File: config.mk
export PLATFORM = sky130hd
export DESIGN_NAME = rport_err_pme_ctl
export DESIGN_NICKNAME = d
export VERILOG_FILES = /design/src/rtl/rpc_pkg.sv /design/src/rtl/rpc_cfg_regs.sv /design/src/rtl/rpc_pme_tracker.sv /design/src/rtl/rpc_serr_gate.sv /design/src/rtl/rport_err_pme_ctl.sv
export SDC_FILE = /design/constraint.sdc
export NUM_CORES = 1
export LEC_CHECK = 0
export ABC_AREA = 1
export CORE_AREA = 8 8 45 47
export CTS_BUF_LIST = sky130_fd_sc_hd__clkbuf_4
export DETAILED_ROUTE_END_ITERATION = 8
export DIE_AREA = 0 0 53 55
export DONT_BUFFER_PORTS = 1
export SLEW_MARGIN = 20
export SYNTH_ARGS = -nofsm -noshare
export SYNTH_HDL_FRONTEND = slang
export SYNTH_SLANG_ARGS = --single-unit
File: constraint.sdc
create_clock -name clk -period 0.8 [get_ports clk]
set_input_delay 0 -clock clk [delete_from_list [all_inputs] [get_ports clk]]
set_output_delay 0 -clock clk [all_outputs]
set_load 0.01 [all_outputs]
File: src/rtl/rpc_pkg.sv
package rpc_pkg;

  localparam int REG_W    = 16;
  localparam int BE_W     = REG_W / 8;
  localparam int SEV_N    = 3;
  localparam int CTL_BITS = SEV_N + 1;

  // Severity indices shared by the error vectors and the enable field.
  localparam int SEV_CORR     = 0;
  localparam int SEV_NONFATAL = 1;
  localparam int SEV_FATAL    = 2;

  typedef struct packed {
    logic             pme_ie;
    logic [SEV_N-1:0] sev_en;
  } ctl_t;

  // Byte-enable merge: only the low byte carries writable bits.
  function automatic ctl_t ctl_merge(input ctl_t cur,
                                     input logic [REG_W-1:0] wd,
                                     input logic [BE_W-1:0] be);
    ctl_t nxt;
    nxt = cur;
    if (be[0]) nxt = ctl_t'(wd[CTL_BITS-1:0]);
    return nxt;
  endfunction

  function automatic logic [REG_W-1:0] ctl_view(input ctl_t c);
    return {{(REG_W-CTL_BITS){1'b0}}, c};
  endfunction

  function automatic logic sev_fire(input logic en, input logic dn, input logic loc);
    return en & (dn | loc);
  endfunction

  // Status update: a new message takes precedence over a clear.
  function automatic logic sts_next(input logic cur, input logic msg, input logic clr);
    return msg | (cur & ~clr);
  endfunction

endpackage

File: src/rtl/rpc_cfg_regs.sv
module rpc_cfg_regs
  import rpc_pkg::*;
(
  input  logic             clk,
  input  logic             rst_n,
  input  logic             wr,
  input  logic [BE_W-1:0]  be,
  input  logic [REG_W-1:0] wdata,
  output ctl_t             ctl,
  output logic [REG_W-1:0] rdata,
  output logic             ie_rise,
  output logic             ie_fall
);

  ctl_t ctl_q;
  ctl_t ctl_d;
  logic unused_hi;

  assign ctl_d = wr ? ctl_merge(ctl_q, wdata, be) : ctl_q;

  always_ff @(posedge clk) begin
    if (!rst_n) ctl_q <= '0;
    else        ctl_q <= ctl_d;
  end

  assign ie_rise   = ~ctl_q.pme_ie &  ctl_d.pme_ie;
  assign ie_fall   =  ctl_q.pme_ie & ~ctl_d.pme_ie;
  assign ctl       = ctl_q;
  assign rdata     = ctl_view(ctl_q);
  assign unused_hi = ^{wdata[REG_W-1:CTL_BITS], be[BE_W-1:1]};

endmodule

File: src/rtl/rpc_pme_tracker.sv
module rpc_pme_tracker
  import rpc_pkg::*;
(
  input  logic clk,
  input  logic rst_n,
  input  logic msg,
  input  logic clr,
  input  logic ie,
  output logic sts,
  output logic irq
);

  logic sts_q;

  always_ff @(posedge clk) begin
    if (!rst_n) sts_q <= 1'b0;
    else        sts_q <= sts_next(sts_q, msg, clr);
  end

  assign sts = sts_q;
  // Level interrupt: follows the enable in both directions.
  assign irq = sts_q & ie;

endmodule

File: src/rtl/rpc_serr_gate.sv
module rpc_serr_gate
  import rpc_pkg::*;
#(
  parameter int N = SEV_N
) (
  input  logic         clk,
  input  logic         rst_n,
  input  logic [N-1:0] en,
  input  logic [N-1:0] dn,
  input  logic [N-1:0] loc,
  output logic [N-1:0] hits,
  output logic         serr
);

  logic serr_q;

  for (genvar i = 0; i < N; i++) begin : g_sev
    assign hits[i] = sev_fire(en[i], dn[i], loc[i]);
  end

  always_ff @(posedge clk) begin
    if (!rst_n) serr_q <= 1'b0;
    else        serr_q <= |hits;
  end

  assign serr = serr_q;

endmodule

File: src/rtl/rport_err_pme_ctl.sv
module rport_err_pme_ctl
  import rpc_pkg::*;
(
  input  logic             clk,
  input  logic             rst_n,
  input  logic             cfg_wr,
  input  logic [BE_W-1:0]  cfg_be,
  input  logic [REG_W-1:0] cfg_wdata,
  output logic [REG_W-1:0] cfg_rdata,
  input  logic             pme_msg,
  input  logic             pme_sts_clr,
  input  logic [SEV_N-1:0] err_dn,
  input  logic [SEV_N-1:0] err_loc,
  output logic             pme_sts,
  output logic             pme_irq,
  output logic             serr_req
);

  ctl_t             ctl;
  logic             ie_rise;
  logic             ie_fall;
  logic [SEV_N-1:0] sev_hits;

  rpc_cfg_regs u_regs (
    .clk     (clk),
    .rst_n   (rst_n),
    .wr      (cfg_wr),
    .be      (cfg_be),
    .wdata   (cfg_wdata),
    .ctl     (ctl),
    .rdata   (cfg_rdata),
    .ie_rise (ie_rise),
    .ie_fall (ie_fall)
  );

  rpc_pme_tracker u_pme (
    .clk   (clk),
    .rst_n (rst_n),
    .msg   (pme_msg),
    .clr   (pme_sts_clr),
    .ie    (ctl.pme_ie),
    .sts   (pme_sts),
    .irq   (pme_irq)
  );

  rpc_serr_gate #(.N(SEV_N)) u_serr (
    .clk   (clk),
    .rst_n (rst_n),
    .en    (ctl.sev_en),
    .dn    (err_dn),
    .loc   (err_loc),
    .hits  (sev_hits),
    .serr  (serr_req)
  );

endmodule

==> flow_summary_export.csv <==
group,metric,value,unit
run_status,status,"finished with violations",
run_status,violations,"hold timing",
global_routing,grt_usage,0.0634,
flow_run,maxCapViolations,0,
setup_path,worstSetupPathType,"flip-flop to primary output",
die,initial_core_util,0.240,
cells_and_area,area_delta_synth_final,29.1,%
cells_and_area,final_cells,73,
cells_and_area,fillers,165,
die,die_height,55,µm
cts,cts_made_buffers,3,
synthesis,synth-seq-cells,6,
cells_and_area,layout_commonest_cell,"conb_1",
die,die_area,2920,µm²
worst_hold_path,worstHoldStart,"err_dn[1]",
timing,whs,-4.84,ps
cts,cts_root_buf,"clkbuf_4",
cts,cts_max_level,1,
setup_path,worstPathArrival,780,ps
power,worst_ir_drop_vdd,700,µV
cells_and_area,nets,88,
route,drt_wl_total,837,µm
place,dp_cells,63,
timing,drv_slew,0,
worst_hold_path,min_path_type,"primary input to flip-flop",
timing,finalHoldViolCount,1,
place,port_buffers,0,
cells_and_area,final_area,428,µm²
power,power.leakage,0.214,nW
setup_path,crit_path_end_kind,"primary output",
timing,rsz0062_at_grt,"true",
place,placed_area,325,µm²
setup_path,worst-path-max-fanout,2,
global_routing,overflow,0,
synthesis,ys_seq_area_frac,0.362,
cts,clock_latency,240,ps
synthesis,synth.distinct_cells,11,
place,place_congestion,0.600,
synthesis,yosysTopAreaCell,"dfxtp_1",
global_routing,grt_pass1_wl,1320,µm
cts,clkTransAtPathRegs,50,ps
global_routing,grt_pass1_vias,330,
timing,setup_violations,0,
die,core_region_area,1380,µm²
power,power-per-cell-area,1750,nW/µm²
synthesis,synthTopCellsByArea,"dfxtp_1 36%, buf_4 29%, o21ai_0 11%, nor2_1 10%, inv_1 3.4%",
global_routing,grt_max_degree,7,
die,die_w,53,µm
route,drtAntennaViolNets,0,
route,post-route-drc-count,0,
route,vias,286,
setup_path,r2r_start,"u_regs.ctl[2]",
timing,fin_crit,781,ps
synthesis,yosys_warnings,0,
place,dpl.hpwl,712,µm
global_routing,antenna_found_initial,0,
setup_path,required,800,ps
die,ios,48,
timing,finalCritPeriodShare,0.977,
synthesis,syn_area,332,µm²
route,drtPass1Iterations,3,
die,rows,14,
cts,cts_tree,"done",
cells_and_area,layout_common_cells,"12 x conb_1, 9 x nor2_1, 7 x o21ai_0, 7 x dlygate4sd3_1",
cts,cts_sinks,6,
synthesis,avgSynthCellArea,7.37,µm²
timing,finClkSkew,5.11,ps
cells_and_area,drive_gt1_frac,0.246,
route,drt_iter0_markers,1,
timing,fmax,1280,MHz
cells_and_area,antenna_cells,0,
setup_path,crit_path_start,"u_pme.sts",
setup_path,setup.worst_path.start_class,"flip-flop",
cts,clk_path_buf_depth,2,
synthesis,synthCells,45,
route,wire_per_inst,11.5,µm
synthesis,yosysTopAreaCellShare,0.362,
route,viasPerCell,3.92,
Yosys cell counts:
cell type,n
buf_4,13
nor2_1,9
o21ai_0,7
dfxtp_1,6
inv_1,3
nand2_1,2
conb_1,1
inv_2,1
nand2_2,1
nand3_1,1
o21a_1,1
worst max-delay path, stage by stage (launching register included):
cell and delay [ps]:
dfxtp_2 320, buf_6 100, nand2_2 50, inv_2 70
path summary, 6_finish.rpt:
path                   end  slack (ps)  cells past startpoint
min reg2reg  u_regs.ctl[2]         510                      2
max                pme_irq          20                      3
max reg2reg    u_serr.serr         100                      4
min            u_serr.serr          -5                      4
through the flow:
stage | worst slack, ps | total power, mW | TNS, ps | utilization
after floorplan | 126 | 0.459 | 0 | -
after global placement | 75.3 | 0.440 | 0 | 0.235
after CTS | 5.71 | 0.760 | 0 | 0.308
after global routing | -27.5 | 0.816 | -27.5 | 0.309
after detailed placement | 66.5 | 0.443 | 0 | 0.235
final | 18.8 | 0.748 | 0 | 0.309
registers in the layout, summed over array words and instances, names as in the netlist:
register     flops
u_regs.ctl       4
u_pme.sts        1
u_serr.serr      1
metal layers:
layer,part of all wire,vias up,global-route usage
met5,0,-,0
met4,0,0,0.0388
met3,0.20,0,0.0508
met2,0.45,21,0.0957
met1,0.35,125,0.0593
li1,-,140,-
cell families after synthesis:
group | synth area share
AO/OA/AOI/OAI | 0.128
buffers and inverters | 0.340
other | 0.0113
AND/OR/NAND/NOR | 0.158
flip-flops | 0.362
power breakdown:
group | switching (mW) | internal [mW] | total [mW]
combinational | 0.0706 | 0.0593 | 0.130
sequential | 0.0196 | 0.323 | 0.343
clock | 0.106 | 0.170 | 0.276
total | 0.196 | 0.552 | 0.748
timing repair:
action	CTS	global route
setup endpoints to repair	1	2
endpoints found under the hold margin	6	0
hold buffers	7	0
resized for setup	5	1
setup buffers	0	0
cloned	0	0
area by class of cell:
| cell class | count | area [µm²] | share of cell area |
|---|---|---|---|
| clock buffers | 3 | 22.5 | 0.0526 |
| inverters | 4 | 15.0 | 0.0351 |
| multi-input cells | 33 | 143 | 0.333 |
| flip-flops and latches | 6 | 124 | 0.289 |
| well taps | 16 | 20.0 | 0.0468 |
| repair buffers | 11 | 104 | 0.243 |
No activity file was read; power rests on OpenSTA's default activity.
